--- src/rtl/vbi_text_gate.sv ---
module vbi_text_gate #(
  parameter int PIX_W      = 12,
  parameter int LINE_W     = 9,
  parameter int FIRST_LINE = 7,
  parameter int SLOTS      = 16,
  parameter int DLY_W      = 5,
  parameter int ACC_W      = 16,
  parameter int BIT_INC    = 16837,
  parameter int LEN_A      = 360,
  parameter int LEN_B      = 296,
  parameter int LEN_C      = 288
) (
  input  logic             clk,
  input  logic             rst_n,
  input  logic             en_i,
  input  logic             hsync_i,
  input  logic             vsync_i,
  input  logic             field_i,
  input  logic [SLOTS-1:0] mask_a_i,
  input  logic [SLOTS-1:0] mask_b_i,
  input  logic [1:0]       std_i,
  input  logic [PIX_W-1:0] start_i,
  input  logic [DLY_W-1:0] delay_i,
  input  logic             data_i,
  output logic             req_o,
  output logic             in_win_o,
  output logic             bit_o,
  output logic             bit_vld_o
);
  localparam int DLY_MAX = (1 << DLY_W) - 1;
  localparam int CNT_W   = $clog2(LEN_A + 1);
  localparam int SLOT_W  = (SLOTS > 1) ? $clog2(SLOTS) : 1;
  localparam logic [LINE_W:0] LO = LINE_W'(FIRST_LINE);
  localparam logic [LINE_W:0] HI = LINE_W'(FIRST_LINE + SLOTS);
  localparam logic [ACC_W-1:0] INC = ACC_W'(BIT_INC);

  logic [LINE_W-1:0] line_cnt, line_nxt;
  logic [PIX_W-1:0]  pos;
  logic              line_on, req_q, win_q, vld_q, bit_q;
  logic [ACC_W-1:0]  acc, acc_sum;
  logic              carry, strobe, open_w, last_bit, tap, sel;
  logic [CNT_W-1:0]  nbits, win_len;
  logic [DLY_MAX-1:0] dly;
  logic [LINE_W:0]   idx_full;
  logic [SLOTS-1:0]  mask;

  assign line_nxt = vsync_i ? LINE_W'(1)
                  : (&line_cnt) ? line_cnt : line_cnt + LINE_W'(1);
  assign idx_full = {1'b0, line_nxt} - LO;
  assign mask     = field_i ? mask_b_i : mask_a_i;
  assign sel      = ({1'b0, line_nxt} >= LO) && ({1'b0, line_nxt} < HI)
                    && mask[idx_full[SLOT_W-1:0]];

  always_comb begin
    case (std_i)
      2'd0:    win_len = CNT_W'(LEN_A);
      2'd1:    win_len = CNT_W'(LEN_B);
      default: win_len = CNT_W'(LEN_C);
    endcase
  end

  assign {carry, acc_sum} = {1'b0, acc} + {1'b0, INC};
  assign strobe   = win_q && carry;
  assign last_bit = strobe && (nbits == win_len - CNT_W'(1));
  assign open_w   = line_on && en_i && !req_q && !hsync_i && (pos == start_i);
  assign tap      = (delay_i == '0) ? strobe : dly[delay_i - DLY_W'(1)];

  always_ff @(posedge clk) begin
    if (!rst_n) begin
      line_cnt <= '0;
      pos      <= '1;
      line_on  <= 1'b0;
    end else begin
      if (hsync_i) begin
        line_cnt <= line_nxt;
        line_on  <= sel;
        pos      <= '0;
      end else begin
        if (vsync_i) line_cnt <= '0;
        if (pos != '1) pos <= pos + PIX_W'(1);
      end
    end
  end

  always_ff @(posedge clk) begin
    if (!rst_n) begin
      req_q <= 1'b0;
      win_q <= 1'b0;
      acc   <= '0;
      nbits <= '0;
    end else begin
      if (hsync_i || !en_i) begin
        req_q <= 1'b0;
        win_q <= 1'b0;
      end else if (open_w) begin
        req_q <= 1'b1;
        win_q <= 1'b1;
      end else if (last_bit) begin
        win_q <= 1'b0;
      end
      if (open_w) begin
        acc   <= '0;
        nbits <= '0;
      end else if (win_q) begin
        acc <= acc_sum;
        if (strobe) nbits <= nbits + CNT_W'(1);
      end
    end
  end

  always_ff @(posedge clk) begin
    if (!rst_n) begin
      dly   <= '0;
      vld_q <= 1'b0;
      bit_q <= 1'b0;
    end else begin
      dly   <= {dly[DLY_MAX-2:0], strobe};
      vld_q <= tap;
      if (tap) bit_q <= data_i;
    end
  end

  assign req_o     = req_q;
  assign in_win_o  = win_q;
  assign bit_o     = bit_q;
  assign bit_vld_o = vld_q;
endmodule

--- config.mk ---
export PLATFORM = sky130hd
export DESIGN_NAME = vbi_text_gate
export DESIGN_NICKNAME = d
export VERILOG_FILES = /design/src/rtl/vbi_text_gate.sv
export SDC_FILE = /design/constraint.sdc
export NUM_CORES = 1
export LEC_CHECK = 0
export BUFFER_PORTS_ARGS = -buffer_cell sky130_fd_sc_hd__buf_2
export CORE_UTILIZATION = 51
export DETAILED_ROUTE_END_ITERATION = 12
export PLACE_DENSITY_LB_ADDON = 0.1
export SKIP_CTS_REPAIR_TIMING = 1
export SLEW_MARGIN = 25
export SYNTH_ARGS = -nofsm -noshare
export SYNTH_HDL_FRONTEND = slang
export SYNTH_SLANG_ARGS = --single-unit
--- constraint.sdc ---
create_clock -name clk -period 2.8 [get_ports clk]
set_input_delay 0.28 -clock clk [delete_from_list [all_inputs] [get_ports clk]]
set_output_delay 0.28 -clock clk [all_outputs]
set_load 0.03 [all_outputs]
## After elaboration in Yosys (flattened, before gate mapping)

Cells that the tools add are included.

| cells by class | value |
|---|---|
| shifts and indexed selects | 0 |
| order comparisons | 4 |
| reductions and logical operators | 21 |
| multipliers | 0 |
| bitwise operators | 1 |
| $add $sub $neg | 7 |
| mux-type cells | 15 |
| divide/modulo/power cells | 0 |
| equality and inequality tests | 4 |

Operators with widths:

| kind | number |
|---|---|
| $mux W9 | 4 |
| $mux W12 | 2 |
| $add A9 B1 Y9 const B | 2 |
| $add A16 B15 Y17 const B | 1 |
| $mux W16 | 1 |
| $pmux W7 S2 | 1 |
| $add A12 B1 Y12 const B | 1 |
| $eq A12 B12 Y1 | 1 |
| $ne A12 B12 Y1 const B | 1 |
| $eq A9 B9 Y1 | 1 |
| $ge A9 B3 Y1 const B | 1 |
| $lt A9 B5 Y1 const B | 1 |
| $reduce_and A9 Y1 | 1 |
| $sub A9 B1 Y9 const B | 1 |
| $logic_and A1 B1 Y1 | 8 |
| $lt A5 B6 Y1 const B | 1 |
| $reduce_bool A2 Y1 | 3 |
| $bmux W1 S5 | 1 |
| $logic_not A5 Y1 | 1 |
| $lt A4 B5 Y1 const B | 1 |
| $mux W1 | 5 |
| $sub A5 B1 Y5 const B | 1 |
| $bmux W1 S4 | 1 |
| $reduce_or A2 Y1 | 2 |
| 7 further kinds | 9 |

| word-level totals | value |
|---|---|
| register bits after elaboration | 82 |
| latch bits | 0 |
| memory bits (writable) | 0 |
| bits in read-only memories | 0 |
| bits of input ports | 58 |
| output and inout port bits | 4 |
| word-level logic and storage cells | 62 |
| memories | 0 |

## Longest topological paths before layout

Gate-level depths: netlist of run 1.

| logic depth | value |
|---|---|
| word-level depth | 7 |
| gate-level depth with buffers | 13 |
| gate-level depth less buffers | 12 |

## Worst setup path before layout of run 1

No wires, ideal clock.

| timing path | value |
|---|---|
| path kind | register to register |
| from | register line_cnt[0] |
| to | register line_on |
| period minus slack after synthesis | 2849 ps |
| arrival time | 2719 ps |
| path buffers | 1 |
| required time | 2670 ps |
| setup time | 130 ps |
| cell stages (with the launch flop) | 12 |
| setup slack | -49 ps |
| cell sequence | dfxtp_1 > ha_1 > nand2_1 > nor3_4 > mux2_4 > inv_4 > ha_1 > clkbuf_1 > a2111oi_0 > nor3_1 > a2111oi_2 > a211oi_1 |

| on the way | value |
|---|---|
| longest elaborated chain between the ends | 7 |
| elaborated cells on any way between the ends | 11 |
| classes of those cells | 2 x add/sub; 2 x order compare; 4 x mux; 3 x reduce/logical |

RTL lines:

| item | line | source |
|---|---|---|
| from (decl) | 37 | `logic [LINE_W-1:0] line_cnt, line_nxt;` |
| from (signal assigned) | 75 | `line_cnt <= line_nxt;` |
| $add A9 B1 Y9 or $reduce_and A9 Y1 (tied branches) | 48 | `: (&line_cnt) ? line_cnt : line_cnt + LINE_W'(1);` |
| $mux W9 * | 48 |  |
| $mux W9 * | 47 | `assign line_nxt = vsync_i ? LINE_W'(1)` |
| $sub A4 B3 Y4 | 49 | `assign idx_full = {1'b0, line_nxt} - LO;` |
| $bmux W1 S4 | 52 | `&& mask[idx_full[SLOT_W-1:0]];` |
| $mux W1 (implied by the code) | 52 |  |
| $logic_and A1 B1 Y1 * | 52 |  |
| to (signal assigned) | 76 | `line_on <= sel;` |
| to (decl) | 39 | `logic line_on, req_q, win_q, vld_q, bit_q;` |

Mark *: on every way between the ends. The rest lies on a longest branch, timed or not. The select of a mux whose other input is x is not followed.
A chain may end at the register's enable or synchronous reset.

## Final worst setup path of run 1

| timing path | value |
|---|---|
| from | register line_cnt[1] |
| to | register line_on |

The elaborated chain is that of the path after synthesis.

==> results.txt, run 1 <==
critical path data arrival time: 2.84 ns
antenna violations before repair: 1
gr ovfl total: 0
filler cell count: 665
Setup crit end kind: flop
Syn Nets: 499
DR vias: 3295
Unique masters post-synth: 56
Design Power: 2.48 mW
async set-reset flop share out of synthesis: 0%
largest net degree at the start of global routing: 31
top cells by area, synth: dfxtp_1, mux4_2, xor2_1
DRT Pass-1 Iters: 4
Root Driver: clkbuf_8
Synth Register Bits: 82
CP max-delay cell: mux2_4
outcome: completed
I/O pin count: 62
relative slew slack: 58.0%
drt total wl: 8040 um
first-pass GRT wire length: 13700 um
Sinks on Clock Net: 82
Syn Inst Count: 435
number of synthesized flops with an enable pin: 0
Clock Pin Slew Worst Setup and Hold Paths: 0.07 ns
Leak Pwr: 1.99 nW
Max stage delay on crit path: 0.37 ns
gp weighted congestion: 0.838
unrepaired setup endpoints after global routing: no
ant diodes: 0
most common cell after layout, fill and taps aside: dfxtp_1
drt first-iter violations: 90
# rows: 32
share of the synthesized area in the top cell type: 39.8%
Worst Skew: 0.0116 ns
count of buffers from port buffering: 61
core area: 0.00777 mm^2
crit-path cells: ha_1 > nand2_2 > nor3_4 > mux2_4 > inv_4 > ha_2 > buf_4 > mux4_2 > mux2i_1 > o211ai_1 > a21oi_1 > a211oi_1
post-synth top area cell: dfxtp_1
CP delay by family, top: multiplexers
Chip Height: 91.9 um
Avg Vias per Cell: 5.41
commonest cells after routing, fill and taps aside: dfxtp_1, buf_2, nor2_1, and2_1, xor2_1
vias in the first global route: 3130
ANT nets after route: 0
Peak Freq: 0.383 GHz
DIE AREA: 0.00844 mm^2
syn avg cell area: 9.47 um^2
CTS Buf Count: 9
Post-synth top flop: dfxtp_1
maximum clock path buffer count: 2
Synth-to-Final Area Change: 17.7%
clock period minus worst slack: 2.61 ns
clk_lat worst skew: 0.35 ns
Final Instance Area: 0.00485 mm^2
Die X: 91.9 um
fin. max-slew vios: 0
Cell Area, Placed: 0.00458 mm^2
Post-Syn Area: 0.00412 mm^2
Critical Path Source Type: flop
peak supply drop: 0.292 mV
Worst Path Buf+Inv: 2
final worst-path cycle share: 93.3%
CTS tree: built
share of layout cells above drive strength 1: 24.5%
final hold violation count: 0
GRT Total Usage: 20.2%
DRC viols: 0
Layout Nets: 567
Final TNS setup: 0 ns
Clock H-tree levels: 3
CP Data Required Time: 3.03 ns
Max Cap Viol: 0
routed len/inst: 13.2 um
Ys Warns: 0
sequential area share after synthesis: 39.8%
hpwl dp: 5840 um
initial core utilization: 53.1%
critical path class: reg -> reg
setup violators final: 0
Worst Path Max Fanout: 8
P per Cell Area: 512 mW/mm^2
slew of the pin with the lowest slew margin: 0.623 ns
worst hold path class: in -> reg
## worst paths after layout
kind	from	end	slack, ns	depth (start not counted)
max reg2reg	line_cnt[1]	line_on	0.19	12
min reg2reg	dly[1]	dly[2]	0.45	1
max	line_cnt[1]	line_on	0.19	12
min	data_i	bit_o	0.20	3
## report_power, final
part | internal, mW | total [mW] | switching (mW)
registers | 1.18 | 1.21 | 0.0246
logic | 0.123 | 0.243 | 0.120
clock network | 0.616 | 1.03 | 0.415
## layout make-up
type,count,area [um^2],share of cell area [%]
inverter,11,43.8,0.903
sequential,82,1650,34.0
clock inverter,4,98.8,2.04
multi-input combinational,323,2370,48.9
clock buffer,11,141,2.92
timing repair buffer,76,418,8.62
tap,102,128,2.63
## registers in the layout, indices dropped and copies added (netlist names)
| name | count |
|---|---|
| line_cnt | 9 |
| req_o | 1 |
| pos | 12 |
| in_win_o | 1 |
| acc | 16 |
| bit_vld_o | 1 |
| dly | 31 |
| line_on | 1 |
| bit_o | 1 |
| nbits | 9 |
## per-stage QoR
step	instances	utilization (%)	hold WS (ns)	worst slack (ns)
2_1_floorplan	435	-	0.421	0.0172
3_3_place_gp	593	59.0	0.433	0.153
6_report	609	62.4	0.198	0.187
3_5_place_dp	593	59.0	0.437	0.0716
5_1_grt	609	62.4	0.208	0.0110
4_1_cts	608	62.1	0.181	0.0609
## cell usage after synthesis (5+ instances only)
cell / number
clkbuf_1: 16
nor2_1: 52
nor3b_1: 5
ha_1: 6
a31oi_1: 7
xor2_1: 30
nand3_1: 11
nand2b_1: 5
nor3_1: 6
a21oi_1: 11
nand4_1: 12
mux4_2: 13
mux2i_1: 9
xnor2_1: 22
inv_1: 10
and2_1: 34
dfxtp_1: 82
and4_1: 5
nand2_1: 27
o21ai_0: 11
## worst min-delay path, cell delays in order
cell and delay [ns]:
buf_2 0.08, mux2i_1 0.06, nor2_1 0.08
## metal layers
layer | routed length, um | vias up | GRT usage (%)
met5 | 0 | - | 0
met2 | 3680 | 78 | 33.6
met1 | 3860 | 1531 | 25.9
met4 | 131 | 0 | 8.72
met3 | 371 | 9 | 3.32
li1 | - | 1677 | -
## logic make-up after synthesis
group           after synthesis  synth area share, %
mux                          27                 11.1
compound gates               60                 9.93
simple gates                178                 23.2
fa+ha+maj                     6                 1.82
buf+inv                      30                 3.04
flops                        82                 39.8
xor+xnor                     52                 11.1
Power figures use the tool's default switching activity.
==> run 2, diff against run 1 <==
- BUFFER_PORTS_ARGS: -buffer_cell sky130_fd_sc_hd__buf_2 -> -buffer_cell sky130_fd_sc_hd__buf_4
==> run 2 against run 1 <==
Effect of this change:
- clock skew rose by 0.0059 ns
- routed wire length about the same
- critical endpoint unchanged
- cell count fell by 0.49%
- non-clock buffer count down 4
- count of clock-buffer cells in the layout shrank 2
- clock power fell by 17%
==> results.txt, run 2 (synthesized netlist as in run 1, its figures left out) <==
critical path data arrival time: 2.79 ns
DIE AREA: 0.00844 mm^2
ant diodes: 0
DRT Pass-1 Iters: 4
Max Cap Viol: 0
Sinks on Clock Net: 82
worst hold path class: in -> reg
initial core utilization: 53.1%
CTS Buf Count: 9
R2R Path End: line_on
share of layout cells above drive strength 1: 23.6%
Critical Path Start: line_cnt[6]
first-pass GRT wire length: 13800 um
Peak Freq: 0.388 GHz
GRT Total Usage: 20.0%
Worst Path Max Fanout: 10
unrepaired setup endpoints after global routing: no
final hold violation count: 0
maximum clock path buffer count: 2
CTS tree: built
worst reg2reg path depth: 9
gp weighted congestion: 0.838
antenna violations before repair: 0
worst setup path endpoint: line_on
Worst R2R Start: line_cnt[6]
Final TNS setup: 0 ns
count of buffers from port buffering: 61
Setup crit end kind: flop
Root Driver: clkbuf_8
Synth-to-Final Area Change: 20.2%
DRC viols: 0
ANT nets after route: 0
Design Power: 2.33 mW
gr ovfl total: 0
outcome: completed
FF/Latch Area: 0.00164 mm^2
P per Cell Area: 471 mW/mm^2
core area: 0.00777 mm^2
Chip Height: 91.9 um
relative slew slack: 52.5%
clock period minus worst slack: 2.58 ns
largest net degree at the start of global routing: 51
slew of the pin with the lowest slew margin: 0.704 ns
drt first-iter violations: 97
vias in the first global route: 3160
Reg with most FFs: dly
FF-to-FF setup slack: 0.22 ns
hpwl dp: 5880 um
setup violators final: 0
# rows: 32
DR vias: 3281
I/O pin count: 62
Leak Pwr: 2.00 nW
critical path class: reg -> reg
most common cell after layout, fill and taps aside: dfxtp_1
filler cell count: 664
Layout Nets: 563
Worst Skew: 0.0175 ns
peak supply drop: 0.241 mV
fin. max-slew vios: 0
Die X: 91.9 um
Largest regs: dly: 31 flops, acc: 16 flops, pos: 12 flops
CP Data Required Time: 3.01 ns
Clock H-tree levels: 3
clk_lat worst skew: 0.35 ns
max reg flops: 31
commonest cells after routing, fill and taps aside: dfxtp_1, buf_4, nor2_1, and2_1, xor2_1
Critical Path Source Type: flop
multi-input logic area: 0.00240 mm^2
Avg Vias per Cell: 5.41
final worst-path cycle share: 92.0%
drt total wl: 8050 um
Clock Pin Slew Worst Setup and Hold Paths: 0.08 ns
routed len/inst: 13.3 um
-- run 2: area by class of cell --
| class | count | area share, % |
|---|---|---|
| clock buffers | 9 | 2.50 |
| well taps | 102 | 2.58 |
| inverters | 11 | 0.884 |
| multi-input cells | 323 | 48.4 |
| clock inverters | 7 | 1.54 |
| flip-flops and latches | 82 | 33.1 |
| repair buffers | 72 | 10.9 |
-- run 2: how the worst min path moves through the flow --
| stage | from | end | slack (ns) | cells after the start |
|---|---|---|---|---|
| final | data_i | bit_o | 0.19 | 3 |
| after global placement | dly[10] | dly[11] | 0.43 | 1 |
| after global routing | data_i | bit_o | 0.19 | 3 |
| after detailed placement | dly[1] | dly[2] | 0.44 | 1 |
| after floorplan | dly[27] | dly[28] | 0.42 | 1 |
| after CTS | data_i | bit_o | 0.16 | 3 |
-- run 2: stage by stage --
stage / hold slack (ns) / cells / utilization [%] / setup slack (ns) / area, um^2
6_report: 0.188 / 606 / 63.8 / 0.225 / 4960
3_3_place_gp: 0.430 / 589 / 60.6 / 0.127 / 4710
5_1_grt: 0.186 / 606 / 63.8 / 0.0630 / 4960
2_1_floorplan: 0.421 / 435 / - / 0.0172 / 4130
4_1_cts: 0.165 / 605 / 63.2 / 0.0360 / 4910
3_5_place_dp: 0.438 / 589 / 60.6 / 0.0551 / 4710
-- run 2: where the power goes --
part / total, mW / internal (mW) / leakage, nW / switching, mW
sequential: 1.21 / 1.18 / 0.665 / 0.0245
clock: 0.857 / 0.418 / 0.0962 / 0.439
combinational: 0.268 / 0.146 / 1.24 / 0.122
total: 2.33 / 1.75 / 2.00 / 0.586
-- run 2: layer usage --
| metal | vias up | part of all wire (%) | track usage (%) |
|---|---|---|---|
| li1 | 1660 | - | - |
| met1 | 1542 | 46 | 25.7 |
| met2 | 73 | 48 | 33.8 |
| met3 | 6 | 4.9 | 4.73 |
| met4 | 0 | 0.68 | 5.21 |
| met5 | - | 0 | 0 |
-- run 2: worst max-delay path, stage by stage (launching register included) --
cell,delay [ns]
dfxtp_1,0.47
nand4_4,0.18
nor3_4,0.29
mux2_4,0.36
inv_4,0.07
ha_4,0.23
a2111oi_4,0.33
nor3_1,0.10
a2111oi_2,0.30
a211oi_1,0.11
==> run 3, diff against run 2 <==
- CORE_UTILIZATION: 51 -> 35
- PLACE_DENSITY: default -> 0.64
- PLACE_DENSITY_LB_ADDON: 0.1 -> default
==> run 3 against run 2 <==
Effect of this change:
- sequential power about the same
- combinational power about the same
- worst hold slack got worse by 0.0066 ns
- total power increased by 18%
- critical path depth unchanged
- cell count increased by 6.9%
- clock power increased by 49%
- count of clock-buffer cells in the layout unchanged
- critical endpoint unchanged
==> results.txt, run 3 (synthesized netlist as in run 1, its figures left out) <==
WHS: 0.181 ns
ant diodes: 0
critical path data arrival time: 2.80 ns
Design Power: 2.75 mW
Avg Vias per Cell: 5.09
gr ovfl total: 0
core area: 0.0115 mm^2
Layout Utilization: 44.6%
Switching Fraction: 23.1%
filler cell count: 1095
vias in the first global route: 3211
Max stage delay on crit path: 0.45 ns
Root Driver: clkbuf_16
P per Cell Area: 538 mW/mm^2
GRT busiest layer: met2
setup ws final: 0.216 ns
gp weighted congestion: 0.808
initial core utilization: 35.9%
clk_lat worst skew: 0.34 ns
most common cell after layout, fill and taps aside: dfxtp_1
setup violators final: 0
outcome: completed
crit-path cells: nand4_4 > nor3_4 > mux2_4 > inv_4 > ha_4 > a2111oi_2 > nor3_1 > a2111oi_2 > a211oi_1
grt met1 use: 18.0%
CTS Buf Count: 9
Chip Height: 111 um
peak supply drop: 0.292 mV
first-pass GRT wire length: 14600 um
Layout Nets: 564
Leak Pwr: 2.06 nW
slew of the pin with the lowest slew margin: 0.659 ns
pre-CTS setup slack: 0.0751 ns
Net Switching: 635 uW
Sinks on Clock Net: 82
Reg with most FFs: dly
Clock Pin Slew Worst Setup and Hold Paths: 0.06 ns
dpl cells: 631
Final TNS setup: 0 ns
Setup crit end kind: flop
critical path class: reg -> reg
Final Non-Filler Cells: 648
worst reg2reg path depth: 9
R2R Path End: line_on
Hold Crit Depth: 3
Peak Freq: 0.387 GHz
drt first-iter violations: 207
Clock power frac: 46.4%
DRT Pass-1 Iters: 4
I/O pin count: 62
share of layout cells above drive strength 1: 23.8%
ANT nets after route: 0
Final Instance Area: 0.00512 mm^2
relative slew slack: 55.5%
fin. max-slew vios: 0
Synth-to-Final Area Change: 24.1%
GRT Total Usage: 14.8%
Flop pwr share: 43.9%
Hold Crit Start: data_i
Logic pwr share: 9.6%
CP most frequent cell: a2111oi_2
DR vias: 3298
antenna violations before repair: 0
routed len/inst: 13.0 um
max reg flops: 31
DIE AREA: 0.0122 mm^2
final worst-path cycle share: 92.3%
FF-to-FF setup slack: 0.22 ns
CTS tree: built
final hold violation count: 0
CP Data Required Time: 3.01 ns
Worst Skew: 0.00566 ns
grt met3 use: 3.51%
Worst Path Max Fanout: 6
largest net degree at the start of global routing: 51
met2 Resource Use GR: 23.9%
Clock H-tree levels: 3
hold endpoint: bit_o
hpwl dp: 6170 um
Die X: 111 um
clock period minus worst slack: 2.58 ns
DRC viols: 0
CP max-delay cell: dfxtp_1
internal power: 2.12 mW
unrepaired setup endpoints after global routing: no
Critical Path Source Type: flop
worst hold path class: in -> reg
Max Cap Viol: 0
drt total wl: 8440 um
Worst R2R Start: line_cnt[7]
Largest regs: dly: 31 flops, acc: 16 flops, pos: 12 flops
count of buffers from port buffering: 61
maximum clock path buffer count: 2
# rows: 39
Cell Area, Placed: 0.00477 mm^2
commonest cells after routing, fill and taps aside: dfxtp_1, buf_4, nor2_1, and2_1, xor2_1
==> run 3: cell count changes in the layout (fill, tap and decap cells not counted), sizes merged <==
cell / before / now
clkinv: 2 / 1
buf: 72 / 73
bufinv: 1 / 2
==> run 3: cell type report <==
type / instances / area [um^2] / area share, %
clock buffer: 9 / 225 / 4.40
clock inverter: 7 / 101 / 1.98
inverter: 11 / 43.8 / 0.856
multi-input combinational: 323 / 2370 / 46.4
sequential: 82 / 1650 / 32.2
tap: 143 / 179 / 3.50
timing repair buffer: 73 / 548 / 10.7
==> run 3: worst max-delay path: cells and delay by family (launching register included) <==
| family | cells | cell delay [ns] |
|---|---|---|
| adders and majority gates | 1 | 0.22 |
| and+or+nand+nor | 3 | 0.59 |
| DFF | 1 | 0.45 |
| AOI/OAI and AO/OA | 3 | 0.77 |
| muxes | 1 | 0.35 |
| buffers and inverters | 1 | 0.07 |
==> run 3: power by group through the flow <==
stage | Clock (mW) | Combinational, mW | Sequential (mW)
2_1_floorplan | 0 | 0.161 | 1.23
3_3_place_gp | 0 | 0.256 | 1.23
3_5_place_dp | 0 | 0.263 | 1.23
4_1_cts | 1.31 | 0.264 | 1.21
5_1_grt | 1.36 | 0.295 | 1.21
6_report | 1.28 | 0.265 | 1.21
==> run 3: layer usage <==
layer,vias to the layer above,share of wire (%),wire length (um)
li1,1668,-,-
met2,75,48,4020
met5,-,0,0
met1,1540,46,3870
met4,0,2.1,180
met3,15,4.4,375
==> run 3: worst max path at each step <==
| stage | from | endpoint | slack, ns | cells after the start |
|---|---|---|---|---|
| after global placement | line_cnt[1] | line_on | 0.15 | 12 |
| after global routing | line_cnt[1] | line_on | 0.01 | 12 |
| after floorplan | line_cnt[0] | line_on | 0.02 | 11 |
| final | line_cnt[7] | line_on | 0.22 | 9 |
| after CTS | line_cnt[1] | line_on | 0.05 | 12 |
| after detailed placement | line_cnt[1] | line_on | 0.08 | 12 |
